===== config.mk =====
export PLATFORM = sky130hd
export DESIGN_NAME = lfsr_divider
export DESIGN_NICKNAME = d
export VERILOG_FILES = /design/src/rtl/lfsrdiv_pkg.sv /design/src/rtl/lfsrdiv_datapath.sv /design/src/rtl/lfsrdiv_control.sv /design/src/rtl/lfsr_divider.sv
export SDC_FILE = /design/constraint.sdc
export NUM_CORES = 1
export LEC_CHECK = 0
export BUFFER_PORTS_ARGS = -buffer_cell sky130_fd_sc_hd__buf_2
export CAP_MARGIN = 20
export CORE_AREA = 2 2 39 41
export CTS_BUF_LIST = sky130_fd_sc_hd__clkbuf_8 sky130_fd_sc_hd__clkbuf_16
export DETAILED_ROUTE_END_ITERATION = 7
export DIE_AREA = 0 0 41 43
export SLEW_MARGIN = 20
export SYNTH_ARGS = -nofsm -noshare
export SYNTH_HDL_FRONTEND = slang
export SYNTH_SLANG_ARGS = --single-unit
export TNS_END_PERCENT = 1

===== constraint.sdc =====
create_clock -name clk -period 0.94 [get_ports clk]
set_clock_uncertainty 0.05 [all_clocks]
set_input_delay 0.047 -clock clk [delete_from_list [all_inputs] [get_ports clk]]
set_output_delay 0.047 -clock clk [all_outputs]
set_load 0.02 [all_outputs]

===== src/rtl/lfsrdiv_pkg.sv =====
package lfsrdiv_pkg;

  // Per-cycle command from the control to the state register
  typedef struct packed {
    logic load;   // reload the initial code
    logic shift;  // advance the shift register by one step
  } strobe_t;

endpackage


===== src/rtl/lfsrdiv_datapath.sv =====
module lfsrdiv_datapath
  import lfsrdiv_pkg::*;
#(
  parameter int WIDTH = 4,
  parameter logic [WIDTH-1:0] START_STATE = '0,
  parameter logic [WIDTH-1:0] END_STATE = '0,
  parameter logic [WIDTH-1:0] TAP_MASK = '0
) (
  input  logic             clk,
  input  logic             rst,
  input  strobe_t          strobe,
  output logic [WIDTH-1:0] count
);

  localparam int TOP = WIDTH - 1;

  logic [WIDTH-1:0] shifted;

  // Bit 0 is fed straight from the top bit
  assign shifted[0] = count[TOP];

  // Bits 1..TOP: one XNOR when the tap is present, a plain wire otherwise
  for (genvar i = 1; i < WIDTH; i++) begin : g_bit
    if (TAP_MASK[i]) begin : g_tap
      assign shifted[i] = ~(count[i-1] ^ count[TOP]);
    end else begin : g_wire
      assign shifted[i] = count[i-1];
    end
  end

  always_ff @(posedge clk or posedge rst) begin
    if (rst) begin
      count <= START_STATE;
    end else if (strobe.load) begin
      count <= START_STATE;
    end else if (strobe.shift) begin
      count <= shifted;
    end
  end


  no_lockup_chk: assert property (@(posedge clk) disable iff (rst)
    count != {WIDTH{1'b1}});

  if (START_STATE != END_STATE) begin : g_seq_chk

    no_early_reload_chk: assert property (@(posedge clk) disable iff (rst)
      (count != END_STATE) |=> (count != START_STATE));
  end

endmodule


===== src/rtl/lfsrdiv_control.sv =====
module lfsrdiv_control
  import lfsrdiv_pkg::*;
#(
  parameter int WIDTH = 4,
  parameter logic [WIDTH-1:0] START_STATE = '0,
  parameter logic [WIDTH-1:0] END_STATE = '0
) (
  input  logic             clk,
  input  logic             rst,
  input  logic [WIDTH-1:0] count,
  output strobe_t          strobe,
  output logic             pulse
);

  logic atEnd;

  assign atEnd        = (count == END_STATE);
  assign strobe.load  = atEnd;
  assign strobe.shift = !atEnd;

  always_ff @(posedge clk or posedge rst) begin
    if (rst) begin
      pulse <= 1'b0;
    end else begin
      pulse <= atEnd;
    end
  end

  if (START_STATE != END_STATE) begin : g_width_chk

    single_cycle_chk: assert property (@(posedge clk) disable iff (rst)
      pulse |=> !pulse);
  end

endmodule


===== src/rtl/lfsr_divider.sv =====
module lfsr_divider
  import lfsrdiv_pkg::*;
#(
  parameter int WIDTH = 4,
  parameter logic [WIDTH-1:0] START_STATE = 4'b0000,
  parameter logic [WIDTH-1:0] END_STATE = 4'b0101,
  parameter logic [WIDTH-1:0] TAP_MASK = 4'b0010
) (
  input  logic clk,
  input  logic rst,
  output logic pulseOut
);

  strobe_t          strobe;
  logic [WIDTH-1:0] count;

  lfsrdiv_control #(
    .WIDTH(WIDTH), .START_STATE(START_STATE), .END_STATE(END_STATE)
  ) u_ctrl (
    .clk(clk), .rst(rst), .count(count), .strobe(strobe), .pulse(pulseOut)
  );

  lfsrdiv_datapath #(
    .WIDTH(WIDTH), .START_STATE(START_STATE), .END_STATE(END_STATE),
    .TAP_MASK(TAP_MASK)
  ) u_dp (
    .clk(clk), .rst(rst), .strobe(strobe), .count(count)
  );


  reload_pulse_chk: assert property (@(posedge clk) disable iff (rst)
    (count == END_STATE) |=> (pulseOut && count == START_STATE));


  quiet_chk: assert property (@(posedge clk) disable iff (rst)
    (count != END_STATE) |=> !pulseOut);

endmodule


==> impl_metrics.csv, run 1 <==
group,metric,value,unit
synthesis,synth_top_area_share,72.5,%
clock_tree,clockBufferDepth,2,
finish,nNetsFinal,20,
floorplan,dieArea,1760,µm²
routing,wl_met3,33,µm
critical_path,endpoint,"u_dp.count[3]",
timing,min_period_over_period,93.7,%
timing,finalWorstSetupSlack,0.0588,ns
timing,fmax,1130,MHz
critical_path,cp-start-kind,"flip-flop",
routing,wl_per_cell,7.91,µm
critical_path,end_kind,"flip-flop",
grt,grt_max_degree,6,
power,power_density,2440,nW/µm²
routing,drtAntennaViolNets,0,
floorplan,fp.dieW,41,µm
clock_tree,cts-root-buf,"clkbuf_8",
critical_path,crit_cells,1,
clock_tree,cts.hold.buffers_added,1,
timing,finalSetupViolCount,0,
placed_design,placed_cells,28,
routing,firstDrtPassIters,1,
floorplan,ios,3,
synthesis,avgSynthCellArea,14.4,µm²
critical_path,reg2reg_depth,1,
synthesis,synth_top_area_cell,"dfrtp_1",
critical_path,crit_path_start,"u_dp.count[3]",
synthesis,async_flop_share,100,%
synthesis,synth_warnings,0,
finish,final_cells,33,
synthesis,yosysMostFrequentCell,"dfrtp_1",
routing,wl_met2,138,µm
critical_path,r2r_slack,0.06,ns
power,power_leakage,0.000121,µW
timing,maxSlewViolCount,0,
min_path,hp-class,"in2async",
critical_path,cp.required,0.99,ns
grt,antenna_found_initial,0,
finish,syn_to_final_growth,44.9,%
placed_design,port_buffers,2,
critical_path,cp_max_fo,4,
grt,grt_pass1_wl,483,µm
floorplan,start_util,12.5,%
clock_tree,clock_latency,0.22,ns
synthesis,synth_common_cells,"dfrtp_1, clkbuf_1",
clock_tree,clkSlewWorstSetupHoldPaths,0.04,ns
synthesis,synthesis.area,173,µm²
critical_path,critPathTopFamily,"flip-flops",
routing,vias,103,
critical_path,r2r-start,"u_dp.count[3]",
power,peakVddDrop,0.286,mV
finish,antenna_cells,0,
synthesis,ys_ff_latch,5,
clock_tree,numCtsBuffers,3,
critical_path,critical_path_class,"reg2reg",
clock_tree,cts_setup_buffers,0,
synthesis,synth_top_cells_by_area,"dfrtp_1, nor4b_2, o31a_1, xnor2_1, clkbuf_1",
timing,slew_headroom,87.0,%
critical_path,crit_slowest_cell,"dfrtp_1",
placed_design,hpwlAfterDp,195,µm
routing,drt_iter0_drc,0,
floorplan,core_area,1380,µm²
flow_run,maxCapViolCount,0,
routing,drt-total-wl,261,µm
critical_path,r2r_end,"u_dp.count[3]",
synthesis,syn_nets,14,
timing,finalSetupTns,0,ns
grt,grt_usage,5.13,%
synthesis,postSynthCellCount,12,
placed_design,gp_congestion,0.423,
routing,highest_layer,"met4",
routing,viasPerCell,3.12,
clock_tree,cts_tree,"yes",
routing,wl_met1,78,µm
timing,min_period,0.881,ns
critical_path,cp_num_buf_inv,0,
timing,rsz0062_at_grt,"no",
grt,grt_pass1_vias,124,
synthesis,yosysSeqAreaShare,72.5,%
floorplan,dieHeight,43,µm
timing,worst_slew_pin_slew,0.194,ns
grt,grt-ovfl-total,0,
critical_path,worstPathCellList,"o31a_1",
clock_tree,cts_resized,0,
synthesis,synth.distinct_cells,7,
floorplan,rows,14,
synthesis,synth_edf_count,0,
clock_tree,cts_num_sinks,5,
critical_path,cpPeakStageDelay,0.41,ns
routing,drc,0,
timing,hold_violations,0,
finish,drive_gt1_share,41.2,%
critical_path,crit_arrival,0.93,ns
clock_tree,htree_levels,1,
placed_design,place_ws,0.0551,ns
outcome,status,"finished, final reports clean",
synthesis,synth_ff_type,"dfrtp_1",
-- worst min-delay path by stage --
stage                     from             to
final                      rst   u_ctrl.pulse
after global placement     rst  u_dp.count[3]
after floorplan            rst   u_ctrl.pulse
after CTS                  rst   u_ctrl.pulse
after global routing       rst   u_ctrl.pulse
after detailed placement   rst  u_dp.count[3]
-- placed cells by master (no fill, tap or decap) --
master	count
buf_2	2
clkbuf_8	3
dfrtp_1	5
dlygate4sd3_1	1
inv_1	2
inv_2	1
nor4b_2	1
o31a_1	1
xnor2_1	1
-- power breakdown --
part	leakage (µW)	internal (µW)	switching [µW]
combinational	0.0000272	4.44	4.84
sequential	0.0000665	217	0
clock	0.0000269	280	104
total	0.000121	501	109
-- sequential cells by signal (all words and copies together) (netlist names) --
register	count
u_ctrl.pulse	1
u_dp.count	4
-- final cells by class --
| cell class | instances | area, µm² |
|---|---|---|
| Timing Repair Buffer | 3 | 20.0 |
| Fill cell | 148 | 1130 |
| Clock inverter | 1 | 3.75 |
| Inverter | 2 | 7.51 |
| Tap cell | 16 | 20.0 |
| Clock buffer | 3 | 41.3 |
| Sequential cell | 5 | 125 |
| Multi-Input combinational cell | 3 | 32.5 |
-- routing by layer --
metal,up-vias,global-route usage (%)
met5,-,0
met4,0,6.00
met3,2,6.28
met2,5,5.94
met1,51,3.55
li1,45,-
-- cells by family after synthesis --
kind of cell,count (synthesis),share of synthesized area [%]
flip-flops,5,72.5
buffers and inverters,4,8.69
AO/OA/AOI/OAI,1,5.07
XOR/XNOR,1,5.07
AND/OR/NAND/NOR,1,8.69
-- metrics by stage --
step	instance area (µm²)	total power [µW]	hold slack (ns)	util (%)
CTS	250	620	0.218	18.1
global route	250	644	0.270	18.1
detailed placement	195	226	-0.0958	14.1
global placement	195	225	-0.120	14.1
finish	250	609	0.214	18.1
floorplan	173	223	-0.224	-
(Power assumes the default switching activity.)
==> run 2, diff against run 1 <==
--- a/config.mk
+++ b/config.mk
@@ -5,6 +5,7 @@
 export SDC_FILE = /design/constraint.sdc
 export NUM_CORES = 1
 export LEC_CHECK = 0
+export ABC_AREA = 1
 export BUFFER_PORTS_ARGS = -buffer_cell sky130_fd_sc_hd__buf_2
 export CAP_MARGIN = 20
 export CORE_AREA = 2 2 39 41
@@ -15,4 +16,4 @@
 export SYNTH_ARGS = -nofsm -noshare
 export SYNTH_HDL_FRONTEND = slang
 export SYNTH_SLANG_ARGS = --single-unit
-export TNS_END_PERCENT = 1
+export TNS_END_PERCENT = 50
==> impl_metrics.csv, run 2 <==
group,metric,value,unit
placed_design,port_buffers,2,
finish,largest_reg_flops,4,
routing,wl_per_cell,7.78,µm
synthesis,synth_top_area_share,71.9,%
routing,drc,0,
synthesis,yosysMostFrequentCell,"dfrtp_1",
timing,maxSlewViolCount,0,
grt,grt_pass1_vias,101,
routing,drtAntennaViolNets,0,
critical_path,cp_max_fo,1,
routing,drt-total-wl,288,µm
routing,firstDrtPassIters,2,
critical_path,crit_slowest_cell,"dfrtp_1",
clock_tree,cts-root-buf,"clkbuf_8",
synthesis,async_flop_share,100,%
routing,drt_iter0_drc,6,
finish,drive_gt1_share,23.8,%
critical_path,critPathTopFamily,"flip-flops",
floorplan,ios,3,
clock_tree,clockBufferDepth,2,
finish,antenna_cells,0,
synthesis,postSynthCellCount,16,
clock_tree,cts_num_sinks,5,
finish,fin_util,18.2,%
synthesis,synth_common_cells,"dfrtp_1, inv_1, clkbuf_1",
critical_path,end_kind,"output pin",
finish,reg.largest.list,"u_dp.count x4, u_ctrl.pulse x1",
finish,syn_to_final_growth,44.6,%
critical_path,cp.required,0.84,ns
power,power_density,2440,nW/µm²
critical_path,endpoint,"pulseOut",
critical_path,r2r-start,"u_dp.count[3]",
finish,final_area,251,µm²
critical_path,cp-start-kind,"flip-flop",
critical_path,r2r_end,"u_dp.count[3]",
timing,fmax,1230,MHz
critical_path,cp_num_buf_inv,1,
timing,finalSetupTns,0,ns
floorplan,dieArea,1760,µm²
timing,min_period,0.810,ns
finish,top_register,"u_dp.count",
routing,vias,109,
finish,final_cells,37,
flow_run,maxCapViolCount,0,
synthesis,synth_top_area_cell,"dfrtp_1",
critical_path,cpPeakStageDelay,0.34,ns
grt,grt_usage,4.95,%
synthesis,synthesis.area,174,µm²
clock_tree,clkSlewWorstSetupHoldPaths,0.04,ns
clock_tree,cts_tree,"yes",
clock_tree,htree_levels,1,
floorplan,core_area,1380,µm²
floorplan,dieHeight,43,µm
synthesis,avgSynthCellArea,10.9,µm²
grt,grt_pass1_wl,427,µm
timing,worst_slew_pin_slew,0.198,ns
synthesis,synth_warnings,0,
placed_design,placed_cells,32,
power,peakVddDrop,0.949,mV
critical_path,r2r_slack,0.17,ns
timing,hold_violations,0,
synthesis,ys_ff_latch,5,
grt,grt_max_degree,6,
power,fin_total_pwr,614,µW
timing,rsz0062_at_grt,"no",
min_path,hp-class,"in2async",
critical_path,crit_arrival,0.71,ns
clock_tree,numCtsBuffers,3,
placed_design,placed_cell_area,196,µm²
outcome,status,"finished, final reports clean",
timing,slew_headroom,86.8,%
finish,n_fill_cell,144,
critical_path,critical_path_class,"reg2out",
timing,min_period_over_period,86.2,%
synthesis,synth_edf_count,0,
critical_path,crit_cells,1,
synthesis,synth_top_cells_by_area,"dfrtp_1, inv_1, xnor2_1, clkbuf_1, a21oi_1",
synthesis,synth.distinct_cells,8,
critical_path,reg2reg_depth,2,
routing,viasPerCell,2.95,
finish,nNetsFinal,24,
clock_tree,cts_resized,0,
floorplan,fp.dieW,41,µm
synthesis,synth_ff_type,"dfrtp_1",
synthesis,yosysSeqAreaShare,71.9,%
grt,grt-ovfl-total,0,
floorplan,rows,14,
floorplan,start_util,12.6,%
power,power_leakage,0.000138,µW
synthesis,syn_nets,18,
critical_path,crit_path_start,"u_ctrl.pulse",
grt,antenna_found_initial,0,
placed_design,gp_congestion,0.632,
finish,layout_common_cells,"inv_1, dfrtp_1, clkbuf_8, buf_2",
clock_tree,clock_latency,0.22,ns
timing,finalSetupViolCount,0,
critical_path,worstPathCellList,"buf_2",
==> run 2: cell count changes in the layout (fill, tap and decap cells not counted), sizes merged <==
cell and change:
a21oi +1, nor4b -1, o31a -1, nor3 +1, inv +2, nor2 +1, nand2 +1
==> run 2: timing repair <==
item | in CTS | in global routing
buffers inserted | 0 | 0
hold buffers | 1 | 0
hold endpoints to repair | 5 | 0
==> run 2: logic make-up (layout without fill, tap and decap cells) <==
| group | Yosys count | after routing | synth area share, % |
|---|---|---|---|
| buffers and inverters | 6 | 11 | 12.9 |
| AND/OR/NAND/NOR | 3 | 3 | 7.19 |
| AO/OA/AOI/OAI | 1 | 1 | 2.87 |
| flip-flops | 5 | 5 | 71.9 |
| XOR/XNOR | 1 | 1 | 5.04 |
==> run 2: routing by layer <==
| layer | up-vias | GRT usage (%) | routed length [µm] |
|---|---|---|---|
| met5 | - | 0 | 0 |
| met4 | 0 | 4.00 | 0 |
| met3 | 0 | 9.42 | 47 |
| met2 | 7 | 3.13 | 87 |
| met1 | 48 | 4.93 | 153 |
| li1 | 54 | - | - |
==> run 2: per-stage QoR <==
stage	hold WS (ns)	setup slack, ns
2_1_floorplan	-0.224	0.228
3_3_place_gp	-0.0973	0.198
3_5_place_dp	-0.0935	0.183
4_1_cts	0.217	0.122
5_1_grt	0.243	0.0887
6_report	0.218	0.130
==> run 2: worst min path at each step <==
stage | end | cells past startpoint
global route | u_dp.count[1] | 3
CTS | u_dp.count[2] | 3
global placement | u_ctrl.pulse | 2
detailed placement | u_ctrl.pulse | 2
floorplan | u_ctrl.pulse | 1
finish | u_dp.count[2] | 3
==> run 2: layout make-up <==
cell class                      instances  area [µm²]  area share (%)
Clock buffer                            3        41.3            16.4
Clock inverter                          1        3.75            1.49
Inverter                                4        15.0            5.97
Multi-Input combinational cell          5        26.3            10.4
Sequential cell                         5         125            49.8
Tap cell                               16        20.0            7.96
Timing Repair Buffer                    3        20.0            7.96
==> run 2: power by group <==
group	internal, µW	switching (µW)	total [µW]
Sequential	217	0	217
Clock	280	108	388
Combinational	4.45	5.03	9.47
Total	501	113	614
==> run 3, diff against run 2 <==
--- a/config.mk
+++ b/config.mk
@@ -5,13 +5,15 @@
 export SDC_FILE = /design/constraint.sdc
 export NUM_CORES = 1
 export LEC_CHECK = 0
-export ABC_AREA = 1
 export BUFFER_PORTS_ARGS = -buffer_cell sky130_fd_sc_hd__buf_2
 export CAP_MARGIN = 20
+export CELL_PAD_IN_SITES_DETAIL_PLACEMENT = 0
+export CELL_PAD_IN_SITES_GLOBAL_PLACEMENT = 1
 export CORE_AREA = 2 2 39 41
 export CTS_BUF_LIST = sky130_fd_sc_hd__clkbuf_8 sky130_fd_sc_hd__clkbuf_16
 export DETAILED_ROUTE_END_ITERATION = 7
 export DIE_AREA = 0 0 41 43
+export PLACE_DENSITY_LB_ADDON = 0.1
 export SLEW_MARGIN = 20
 export SYNTH_ARGS = -nofsm -noshare
 export SYNTH_HDL_FRONTEND = slang
==> impl_metrics.csv, run 3 (same netlist as run 1, synthesis figures left out) <==
group,metric,value,unit
min_path,hp-class,"in2async",
routing,drtAntennaViolNets,0,
routing,drt_iter0_drc,0,
timing,slew_headroom,87.7,%
clock_tree,cts-root-buf,"clkbuf_8",
grt,grt_pass1_wl,434,µm
power,pwr-share-seq,36.0,%
timing,worst_slew_pin_slew,0.184,ns
finish,multi_input_area,32.5,µm²
routing,vias,96,
critical_path,r2r-start,"u_dp.count[3]",
grt,grt-ovfl-total,0,
floorplan,core_area,1380,µm²
timing,fmax,1170,MHz
critical_path,cpPeakStageDelay,0.39,ns
placed_design,hpwlAfterDp,189,µm
critical_path,crit_arrival,0.90,ns
finish,antenna_cells,0,
power,swShare,16.9,%
floorplan,dieArea,1760,µm²
clock_tree,cts_resized,0,
power,netSwitchingPower,102,µW
timing,rsz0062_at_grt,"no",
flow_run,maxCapViolCount,0,
critical_path,critPathTopFamily,"flip-flops",
outcome,status,"finished, final reports clean",
floorplan,start_util,12.5,%
grt,grtUsageMet3,7.85,%
power,fin_total_pwr,602,µW
routing,wl_per_cell,7.62,µm
power,power_density,2340,nW/µm²
clock_tree,numCtsBuffers,3,
critical_path,end_kind,"flip-flop",
timing,hold_violations,0,
critical_path,reg2reg_depth,1,
grt,grt_pass1_vias,120,
critical_path,cp.required,0.99,ns
finish,top_register,"u_dp.count",
finish,syn_to_final_growth,49.3,%
critical_path,r2r_slack,0.09,ns
placed_design,gp_congestion,0.582,
power,internal_power,500,µW
grt,busiest_layer,"met3",
floorplan,fp.dieW,41,µm
placed_design,port_buffers,2,
grt,met2_usage,5.00,%
routing,drt-total-wl,259,µm
grt,use_met1,3.26,%
timing,min_period,0.855,ns
critical_path,crit_slowest_cell,"dfrtp_1",
clock_tree,cts_tree,"yes",
finish,largest_reg_flops,4,
routing,firstDrtPassIters,1,
finish,reg.largest.list,"u_dp.count x4, u_ctrl.pulse x1",
clock_tree,cts_num_sinks,5,
timing,finalSetupTns,0,ns
grt,grt_max_degree,6,
clock_tree,clkSlewWorstSetupHoldPaths,0.04,ns
finish,nNetsFinal,21,
power,clockPowerShare,62.5,%
clock_tree,clock_latency,0.22,ns
critical_path,cp-start-kind,"flip-flop",
power,power_leakage,0.000126,µW
floorplan,rows,14,
routing,viasPerCell,2.82,
power,peakVddDrop,1.22,mV
floorplan,dieHeight,43,µm
finish,drive_gt1_share,44.4,%
floorplan,ios,3,
clock_tree,clockBufferDepth,2,
critical_path,cp_num_buf_inv,0,
finish,seq_area,125,µm²
critical_path,r2r_end,"u_dp.count[3]",
clock_tree,htree_levels,1,
timing,maxSlewViolCount,0,
critical_path,critical_path_class,"reg2reg",
finish,n_fill_cell,149,
routing,drc,0,
finish,fin_util,18.6,%
critical_path,worstPathCellList,"o31a_1",
finish,layout_common_cells,"dfrtp_1, clkbuf_8, inv_1, buf_2",
finish,final_common_cell,"dfrtp_1",
timing,finalSetupViolCount,0,
grt,grt_usage,5.04,%
timing,min_period_over_period,90.9,%
grt,antenna_found_initial,0,
critical_path,cp_max_fo,3,
power,comb_power_share,1.5,%
[run 3: changes by cell type in the layout (fill, tap and decap cells not counted), sizes merged]
cell | previous run | this run
inv | 5 | 3
nand2 | 1 | 0
buf | 2 | 3
o31a | 0 | 1
a21oi | 1 | 0
nor2 | 1 | 0
nor4b | 0 | 1
nor3 | 1 | 0
[run 3: layout make-up]
| class | instances | share of cell area, % |
|---|---|---|
| clock buffer | 3 | 16.0 |
| multi-input combinational | 3 | 12.6 |
| clock inverter | 1 | 1.46 |
| sequential | 5 | 48.5 |
| inverter | 2 | 2.91 |
| tap | 16 | 7.77 |
| timing repair buffer | 4 | 10.7 |
[run 3: how the worst max path moves through the flow]
| stage | startpoint | end | slack [ns] | depth (start not counted) |
|---|---|---|---|---|
| floorplan | u_dp.count[3] | u_dp.count[3] | 0.08 | 1 |
| global placement | u_dp.count[0] | u_dp.count[3] | 0.09 | 2 |
| detailed placement | u_dp.count[3] | u_dp.count[3] | 0.08 | 1 |
| CTS | u_dp.count[3] | u_dp.count[3] | 0.07 | 1 |
| global route | u_dp.count[0] | u_dp.count[3] | 0.06 | 2 |
| finish | u_dp.count[3] | u_dp.count[3] | 0.09 | 1 |
[run 3: stage by stage]
stage	std cells	hold slack [ns]	instance area, µm²	setup WS [ns]
after CTS	34	0.227	258	0.0742
after floorplan	12	-0.224	173	0.0843
after detailed placement	29	-0.0939	203	0.0810
final	34	0.218	258	0.0853
after global placement	29	-0.0922	203	0.0873
after global routing	34	0.254	258	0.0582
[run 3: power by group through the flow]
stage                     clock, µW  sequential (µW)  combinational (µW)
after floorplan                   0              219                3.50
after global placement            0              219                6.77
after detailed placement          0              219                6.65
after CTS                       390              217                9.83
after global routing            405              216                11.0
final                           376              217                9.20
[run 3: tightest hold or removal path, stage by stage]
cell,delay (ns)
dlygate4sd3_1,0.53
buf_2,0.12
inv_1,0.15
[run 3: timing repair]
action / CTS / global route
hold buffers: 1 / 0
buffers inserted: 0 / 0
endpoints found under the hold margin: 5 / 0
[run 3: routing by layer]
metal  share of wire (%)  up-vias
li1                    -       48
met1                  42       44
met2                  46        2
met3                 7.7        2
met4                 4.6        0
met5                   0        -
